===== config.mk =====
export PLATFORM = sky130hd
export DESIGN_NAME = afe_ctrl_port
export DESIGN_NICKNAME = d
export VERILOG_FILES = /design/src/rtl/afe_ctrl_pkg.sv /design/src/rtl/afe_sync_edge.sv /design/src/rtl/afe_frame_rx.sv /design/src/rtl/afe_reg_bank.sv /design/src/rtl/afe_ctrl_port.sv
export SDC_FILE = /design/constraint.sdc
export NUM_CORES = 1
export LEC_CHECK = 0
export BUFFER_PORTS_ARGS = -buffer_cell sky130_fd_sc_hd__clkbuf_2
export CAP_MARGIN = 20
export CELL_PAD_IN_SITES_DETAIL_PLACEMENT = 2
export CELL_PAD_IN_SITES_GLOBAL_PLACEMENT = 2
export CORE_MARGIN = 5
export CORE_UTILIZATION = 30
export CTS_BUF_LIST = sky130_fd_sc_hd__clkbuf_16
export CTS_CLUSTER_SIZE = 24
export DETAILED_ROUTE_END_ITERATION = 8
export GPL_ROUTABILITY_DRIVEN = 0
export GPL_TIMING_DRIVEN = 1
export PLACE_DENSITY = 0.72
export SLEW_MARGIN = 20
export SYNTH_ARGS = -nofsm -noshare
export SYNTH_HDL_FRONTEND = slang
export SYNTH_HIERARCHICAL = 1
export SYNTH_SLANG_ARGS = --single-unit

===== constraint.sdc =====
create_clock -name clk -period 1.97 [get_ports clk]
set_input_delay 0.591 -clock clk [delete_from_list [all_inputs] [get_ports clk]]
set_output_delay 0.591 -clock clk [all_outputs]
set_load 0.05 [all_outputs]

===== src/rtl/afe_ctrl_pkg.sv =====
package afe_ctrl_pkg;

    localparam int ADR_W      = 2;
    localparam int PAY_W      = 10;
    localparam int FRAME_BITS = ADR_W + PAY_W;
    localparam int CNT_W      = $clog2(FRAME_BITS + 2);
    localparam int CUT_W      = 4;
    localparam int POL_W      = 3;
    localparam int GAIN_TOP   = 767;
    localparam int SMP_W      = 12;

    typedef enum logic [ADR_W-1:0] {
        SEL_CLAMP  = 2'b00,
        SEL_CUTOFF = 2'b01,
        SEL_GAIN   = 2'b10,
        SEL_POLAR  = 2'b11
    } reg_sel_e;

    typedef struct packed {
        reg_sel_e             sel;
        logic [PAY_W-1:0]     payload;
    } frame_t;

    typedef struct packed {
        logic conv_rise;
        logic clamp_high;
        logic samp_low;
    } polar_t;

    localparam polar_t POLAR_RST = '{conv_rise: 1'b1, clamp_high: 1'b1, samp_low: 1'b0};

    function automatic logic [PAY_W-1:0] cap_gain(input logic [PAY_W-1:0] g);
        if (int'(g) > GAIN_TOP)
            return PAY_W'(GAIN_TOP);
        return g;
    endfunction

endpackage


===== src/rtl/afe_sync_edge.sv =====
module afe_sync_edge #(
    parameter int             N      = 3,
    parameter int             STAGES = 2,
    parameter logic [N-1:0]   IDLE   = '0
) (
    input  logic         clk,
    input  logic         rst,
    input  logic [N-1:0] raw,
    output logic [N-1:0] lvl,
    output logic [N-1:0] rise
);

    for (genvar i = 0; i < N; i++) begin : g_bit
        logic [STAGES-1:0] chain;
        logic              last;

        always_ff @(posedge clk) begin
            if (rst) begin
                chain <= {STAGES{IDLE[i]}};
                last  <= IDLE[i];
            end else begin
                chain <= {chain[STAGES-2:0], raw[i]};
                last  <= chain[STAGES-1];
            end
        end

        assign lvl[i]  = chain[STAGES-1];
        assign rise[i] = chain[STAGES-1] & ~last;
    end

endmodule


===== src/rtl/afe_frame_rx.sv =====
module afe_frame_rx
    import afe_ctrl_pkg::*;
(
    input  logic   clk,
    input  logic   rst,
    input  logic   en_lvl,
    input  logic   en_rise,
    input  logic   sck_rise,
    input  logic   dat_lvl,
    output logic   wr_vld,
    output frame_t wr_frame
);

    logic [FRAME_BITS-1:0] shreg;
    logic [CNT_W-1:0]      cnt;

    always_ff @(posedge clk) begin
        if (rst) begin
            shreg    <= '0;
            cnt      <= '0;
            wr_vld   <= 1'b0;
            wr_frame <= '0;
        end else begin
            wr_vld <= 1'b0;
            if (en_rise) begin
                if (cnt == CNT_W'(FRAME_BITS)) begin
                    wr_vld   <= 1'b1;
                    wr_frame <= frame_t'(shreg);
                end
                cnt <= '0;
            end else if (en_lvl) begin
                cnt <= '0;
            end else if (sck_rise) begin
                shreg <= {shreg[FRAME_BITS-2:0], dat_lvl};
                if (cnt != CNT_W'(FRAME_BITS + 1))
                    cnt <= cnt + 1'b1;
            end
        end
    end

endmodule


===== src/rtl/afe_reg_bank.sv =====
module afe_reg_bank
    import afe_ctrl_pkg::*;
(
    input  logic             clk,
    input  logic             rst,
    input  logic             wr_vld,
    input  frame_t           wr_frame,
    output logic [PAY_W-1:0] clamp_q,
    output logic [CUT_W-1:0] cutoff_q,
    output logic [PAY_W-1:0] gain_q,
    output polar_t           polar_q,
    output logic             refresh_q
);

    always_ff @(posedge clk) begin
        if (rst) begin
            clamp_q   <= '0;
            cutoff_q  <= '0;
            gain_q    <= '0;
            polar_q   <= POLAR_RST;
            refresh_q <= 1'b0;
        end else if (wr_vld) begin
            unique case (wr_frame.sel)
                SEL_CLAMP: begin
                    clamp_q   <= wr_frame.payload;
                    refresh_q <= 1'b1;
                end
                SEL_CUTOFF: cutoff_q <= wr_frame.payload[CUT_W-1:0];
                SEL_GAIN: begin
                    gain_q    <= wr_frame.payload;
                    refresh_q <= 1'b0;
                end
                SEL_POLAR: polar_q <= polar_t'(wr_frame.payload[POL_W-1:0]);
                default: ;
            endcase
        end
    end

endmodule


===== src/rtl/afe_ctrl_port.sv =====
module afe_ctrl_port
    import afe_ctrl_pkg::*;
(
    input  logic             clk,
    input  logic             rst,
    input  logic             ser_en_n,
    input  logic             ser_clk,
    input  logic             ser_dat,
    input  logic             standby,
    input  logic [SMP_W-1:0] adc_word_in,
    output logic [SMP_W-1:0] adc_word_out,
    output logic [PAY_W-1:0] clamp_level,
    output logic [CUT_W-1:0] cutoff_code,
    output logic [PAY_W-1:0] gain_code,
    output logic [PAY_W-1:0] gain_eff,
    output logic             samp_active_low,
    output logic             clamp_active_high,
    output logic             conv_on_rise,
    output logic             refresh_pending
);

    localparam int SYNC_N = 3;
    localparam logic [SYNC_N-1:0] SYNC_IDLE = 3'b100;

    logic [SYNC_N-1:0] pin_raw, pin_lvl, pin_rise;
    logic              wr_vld;
    frame_t            wr_frame;
    polar_t            polar_q;

    assign pin_raw = {ser_en_n, ser_clk, ser_dat};

    afe_sync_edge #(.N(SYNC_N), .STAGES(2), .IDLE(SYNC_IDLE)) u_sync (
        .clk  (clk),
        .rst  (rst),
        .raw  (pin_raw),
        .lvl  (pin_lvl),
        .rise (pin_rise)
    );

    afe_frame_rx u_rx (
        .clk      (clk),
        .rst      (rst),
        .en_lvl   (pin_lvl[2]),
        .en_rise  (pin_rise[2]),
        .sck_rise (pin_rise[1]),
        .dat_lvl  (pin_lvl[0]),
        .wr_vld   (wr_vld),
        .wr_frame (wr_frame)
    );

    afe_reg_bank u_bank (
        .clk       (clk),
        .rst       (rst),
        .wr_vld    (wr_vld),
        .wr_frame  (wr_frame),
        .clamp_q   (clamp_level),
        .cutoff_q  (cutoff_code),
        .gain_q    (gain_code),
        .polar_q   (polar_q),
        .refresh_q (refresh_pending)
    );

    assign gain_eff          = cap_gain(gain_code);
    assign samp_active_low   = polar_q.samp_low;
    assign clamp_active_high = polar_q.clamp_high;
    assign conv_on_rise      = polar_q.conv_rise;
    assign adc_word_out      = standby ? '0 : adc_word_in;

endmodule


* Word-level counts from Yosys, hierarchy flattened
Index checks and enable logic that the tools add are counted.
** Cells by class
- $add $sub $neg :: 1
- Muxes and demuxes :: 6
- $lt $le $gt $ge :: 1
- Reduce and logical (&&, ||, !) cells :: 12
- Bitwise logic cells :: 6
- Equal/unequal tests :: 5
** Operators by type and width (number)
- two-way mux 10 bit :: 2
- AND reduction 2 bit :: 7
- two-way mux 12 bit :: 1
- greater-than comparator 10 bit (second input constant) :: 1
- adder 4 x 1 -> 4 bit (second input constant) :: 1
- equality test 2 bit (second input constant) :: 2
- equality test 4 bit (second input constant) :: 1
- != test 4 bit (second input constant) :: 1
- inverter 1 bit :: 4
- AND reduction 3 bit :: 1
- OR reduction 3 bit :: 1
- AND 1 bit :: 2
- equality test 2 x 1 -> 1 bit (second input constant) :: 1
- logical NOT 2 bit :: 1
- two-way mux 1 bit :: 2
- one-hot mux 1 bit (2 select lines) :: 1
- nonzero test 2 bit :: 1
- OR reduction 2 bit :: 1
** Word-level totals
- Logic and storage cells :: 48
- Register bits after elaboration :: 65
- Output and inout bits :: 50
- Bits of input ports :: 18

* Logic depth before layout (Yosys ltp)
- Depth in word-level cells :: 4
- Gate-level depth with buffers :: 6
- Mapped depth without buffers :: 5

* Cells and area by module
Netlist, hierarchy kept.
** By module, submodules not included
- afe_reg_bank :: area each 1156.1 µm², instances 1, sequential area each 560.5 µm², cells an instance 109
- afe_frame_rx :: area each 1116.1 µm², instances 1, sequential area each 580.6 µm², cells an instance 122
- afe_sync_edge :: area each 277.8 µm², instances 1, sequential area each 180.2 µm², cells an instance 24
- afe_ctrl_port :: area each 202.7 µm², instances 1, sequential area each 0.0 µm², cells an instance 25

* Worst setup path before layout
OpenSTA, ideal clock, no wires.
- Path kind :: input -> output
- Start :: input standby
- End :: output adc_word_out[10]
- Data required time :: 1379 ps
- Stages :: 2
- Data arrival time :: 1420 ps
- Path slack :: -41 ps
- Cell sequence :: buf_6 nor2b_1
** Between the ends
- Cells in the longest elaborated chain, start to end :: 1
** RTL lines
- start, declared :: RTL line afe_ctrl_port.sv:9 : input logic standby,
- two-way mux 12 bit :: RTL line afe_ctrl_port.sv:67 : assign adc_word_out = standby ? '0 : adc_word_in;
- end, declared :: RTL line afe_ctrl_port.sv:11 : output logic [SMP_W-1:0] adc_word_out,
No other way between the ends.

* Worst setup path in the final report
- Start :: input standby
- End :: output adc_word_out[0]
Same word-level chain as after synthesis.

==> key figures <==
Timing
  • # setup viols final: 0
  • Skew final: 0.00349 ns
  • Fmax: 526 MHz
  • Fin worst setup slack: 0.0706 ns
  • Final min period: 1.90 ns
  • RSZ-0062 raised after global routing: no
  • Hold Slack: 0.401 ns
  • Tcrit/Tclk final: 0.964
  • Setup TNS: 0 ns
  • Max-slew violation count: 0
  • Worst-Margin Slew: 0.618 ns
  • Rel. slew slack: 0.588
  • Final Hold Fails: 0

Setup path
  • Worst EP required: 1.38 ns
  • Critical path peak fanout: 12
  • Crit path kind: primary input to output pin
  • Crit path max-delay family: buffers and inverters
  • WP buf/inv: 2
  • Critical path startpoint category: primary input
  • CP cell instances: clkbuf_2 > and2b_1 > buf_2
  • Max stage delay on crit path: 0.25 ns
  • Slowest stage cell on the critical path: and2b_1
  • CP arrival: 1.31 ns
  • Worst setup EP type: output pin

Global routing
  • All-layer global routing usage: 0.125
  • Gr ovfl total: 0
  • Initial antenna violation count: 0
  • Vias in the first global route: 2318
  • Global-route wire length before repair: 11300 µm
  • Largest net degree at the start of global routing: 55

Route
  • WL met2: 2990 µm
  • Total Wirelength: 6470 µm
  • Drc violations: 0
  • Initial DRC Count: 44
  • Met3 WL: 568 µm
  • Routed len/inst: 14.3 µm
  • Routed Antenna Nets: 0
  • Max layer used: met4
  • Wl on met1: 2860 µm
  • Vias: 2100
  • First-pass DRT Iterations: 4
  • Vias/cell: 4.65

Logic synthesis
  • Post-synth net total: 297
  • Synthesized cell area: 2710 µm²
  • Syn_area_per_cell: 9.83 µm²
  • Yosys warning count: 6
  • Post-Synthesis Cells: 276

Cells and area
  • Nets: 361
  • Commonest non-fill, non-tap cell in the layout: clkbuf_2
  • Commonest cells after routing, fill and taps aside: clkbuf_2 (66), dfxtp_1 (63), mux2i_1 (39)
  • Inserted Diodes: 0
  • Area growth, synth to finish: 25.8%
  • Share of cells above drive strength 1: 0.285
  • Design Area, Final: 3410 µm²

Power
  • PD cells: 913 nW/µm²
  • LEAKAGE: 1.49 nW
  • Maximum vdd drop: 0.320 mV
  • Pwr Total: 3.12 mW

Placed design
  • Post-DP Area: 3100 µm²
  • Dpl hpwl: 4640 µm
  • # port buffers: 67
  • Pre-CTS setup slack: 0.0480 ns

Floorplanning
  • Chip height: 105 µm
  • Die area: 11000 µm²
  • Overall die width: 105 µm
  • Core area: 8760 µm²
  • Top-Level Pins: 68
  • Initial Util: 0.310
  • Num rows: 34

Clock network
  • CTS tree: yes
  • Clock sinks: 65
  • Worst-path clk slew: 0.05 ns
  • Clock latency on the worst-skew pair: 0.33 ns
  • CTS buffer count: 9
  • Deepest clock path buffer count: 2
  • Clk root buf: clkbuf_16
  • CTS H-tree depth: 3

Run
  • Max-cap violations: 0

Outcome
  • Run status: finished, final reports clean

Worst hold path
  • Hold/Removal Path Class: flop to flop
[worst paths after layout]
path	from	cells past startpoint	slack [ns]	end
max	standby	3	0.07	adc_word_out[0]
min	u_sync/g_bit[2].chain[0]	1	0.40	u_sync/g_bit[2].chain[1]
max reg2reg	u_sync/g_bit[2].chain[1]	4	0.37	u_rx/wr_frame[2]
min reg2reg	u_sync/g_bit[2].chain[0]	1	0.40	u_sync/g_bit[2].chain[1]
[final cells by class]
| class | instances | area (µm²) |
|---|---|---|
| well taps | 108 | 135 |
| clock inverters | 6 | 83.8 |
| fillers | 964 | 5350 |
| clock buffers | 9 | 225 |
| repair buffers | 72 | 385 |
| inverters | 4 | 15.0 |
| flip-flops and latches | 65 | 1300 |
| multi-input cells | 188 | 1260 |
[metrics by stage]
step	std cells	util
2_1_floorplan	276	-
3_3_place_gp	437	0.354
3_5_place_dp	437	0.354
4_1_cts	452	0.389
5_1_grt	452	0.389
6_report	452	0.389
[where the power goes]
group | internal, mW | leakage (nW) | switching, mW
sequential | 1.32 | 0.526 | 0.00265
combinational | 0.0518 | 0.821 | 0.0894
clock | 1.09 | 0.145 | 0.559
total | 2.47 | 1.49 | 0.651
[worst reg2reg max path: stages (launching register included)]
cell	delay, ns
dfxtp_1	0.40
nor2b_1	0.36
and4_1	0.52
nand2_1	0.12
a21oi_1	0.13
[flip-flops by register name (all words and copies together), names as in the netlist]
name	count
u_bank/refresh_q	1
u_bank/gain_q	10
u_bank/polar_q	3
u_rx/wr_vld	1
u_sync/g_bit.chain	6
u_sync/g_bit.last	2
u_rx/shreg	12
u_rx/cnt	4
u_rx/wr_frame	12
u_bank/cutoff_q	4
u_bank/clamp_q	10
[repair_timing]
action / in CTS / in global routing
hold buffers: 0 / 0
pin swaps: 0 / 0
resized for setup: 1 / 2
endpoints found under the setup margin: 9 / 10
setup buffers: 0 / 0
[metal layers]
| layer | vias up | GRT usage |
|---|---|---|
| met1 | 994 | 0.146 |
| met4 | 0 | 0.0329 |
| met5 | - | 0 |
| li1 | 1028 | - |
| met2 | 72 | 0.203 |
| met3 | 6 | 0.0641 |
Power figures use the tool's default switching activity.
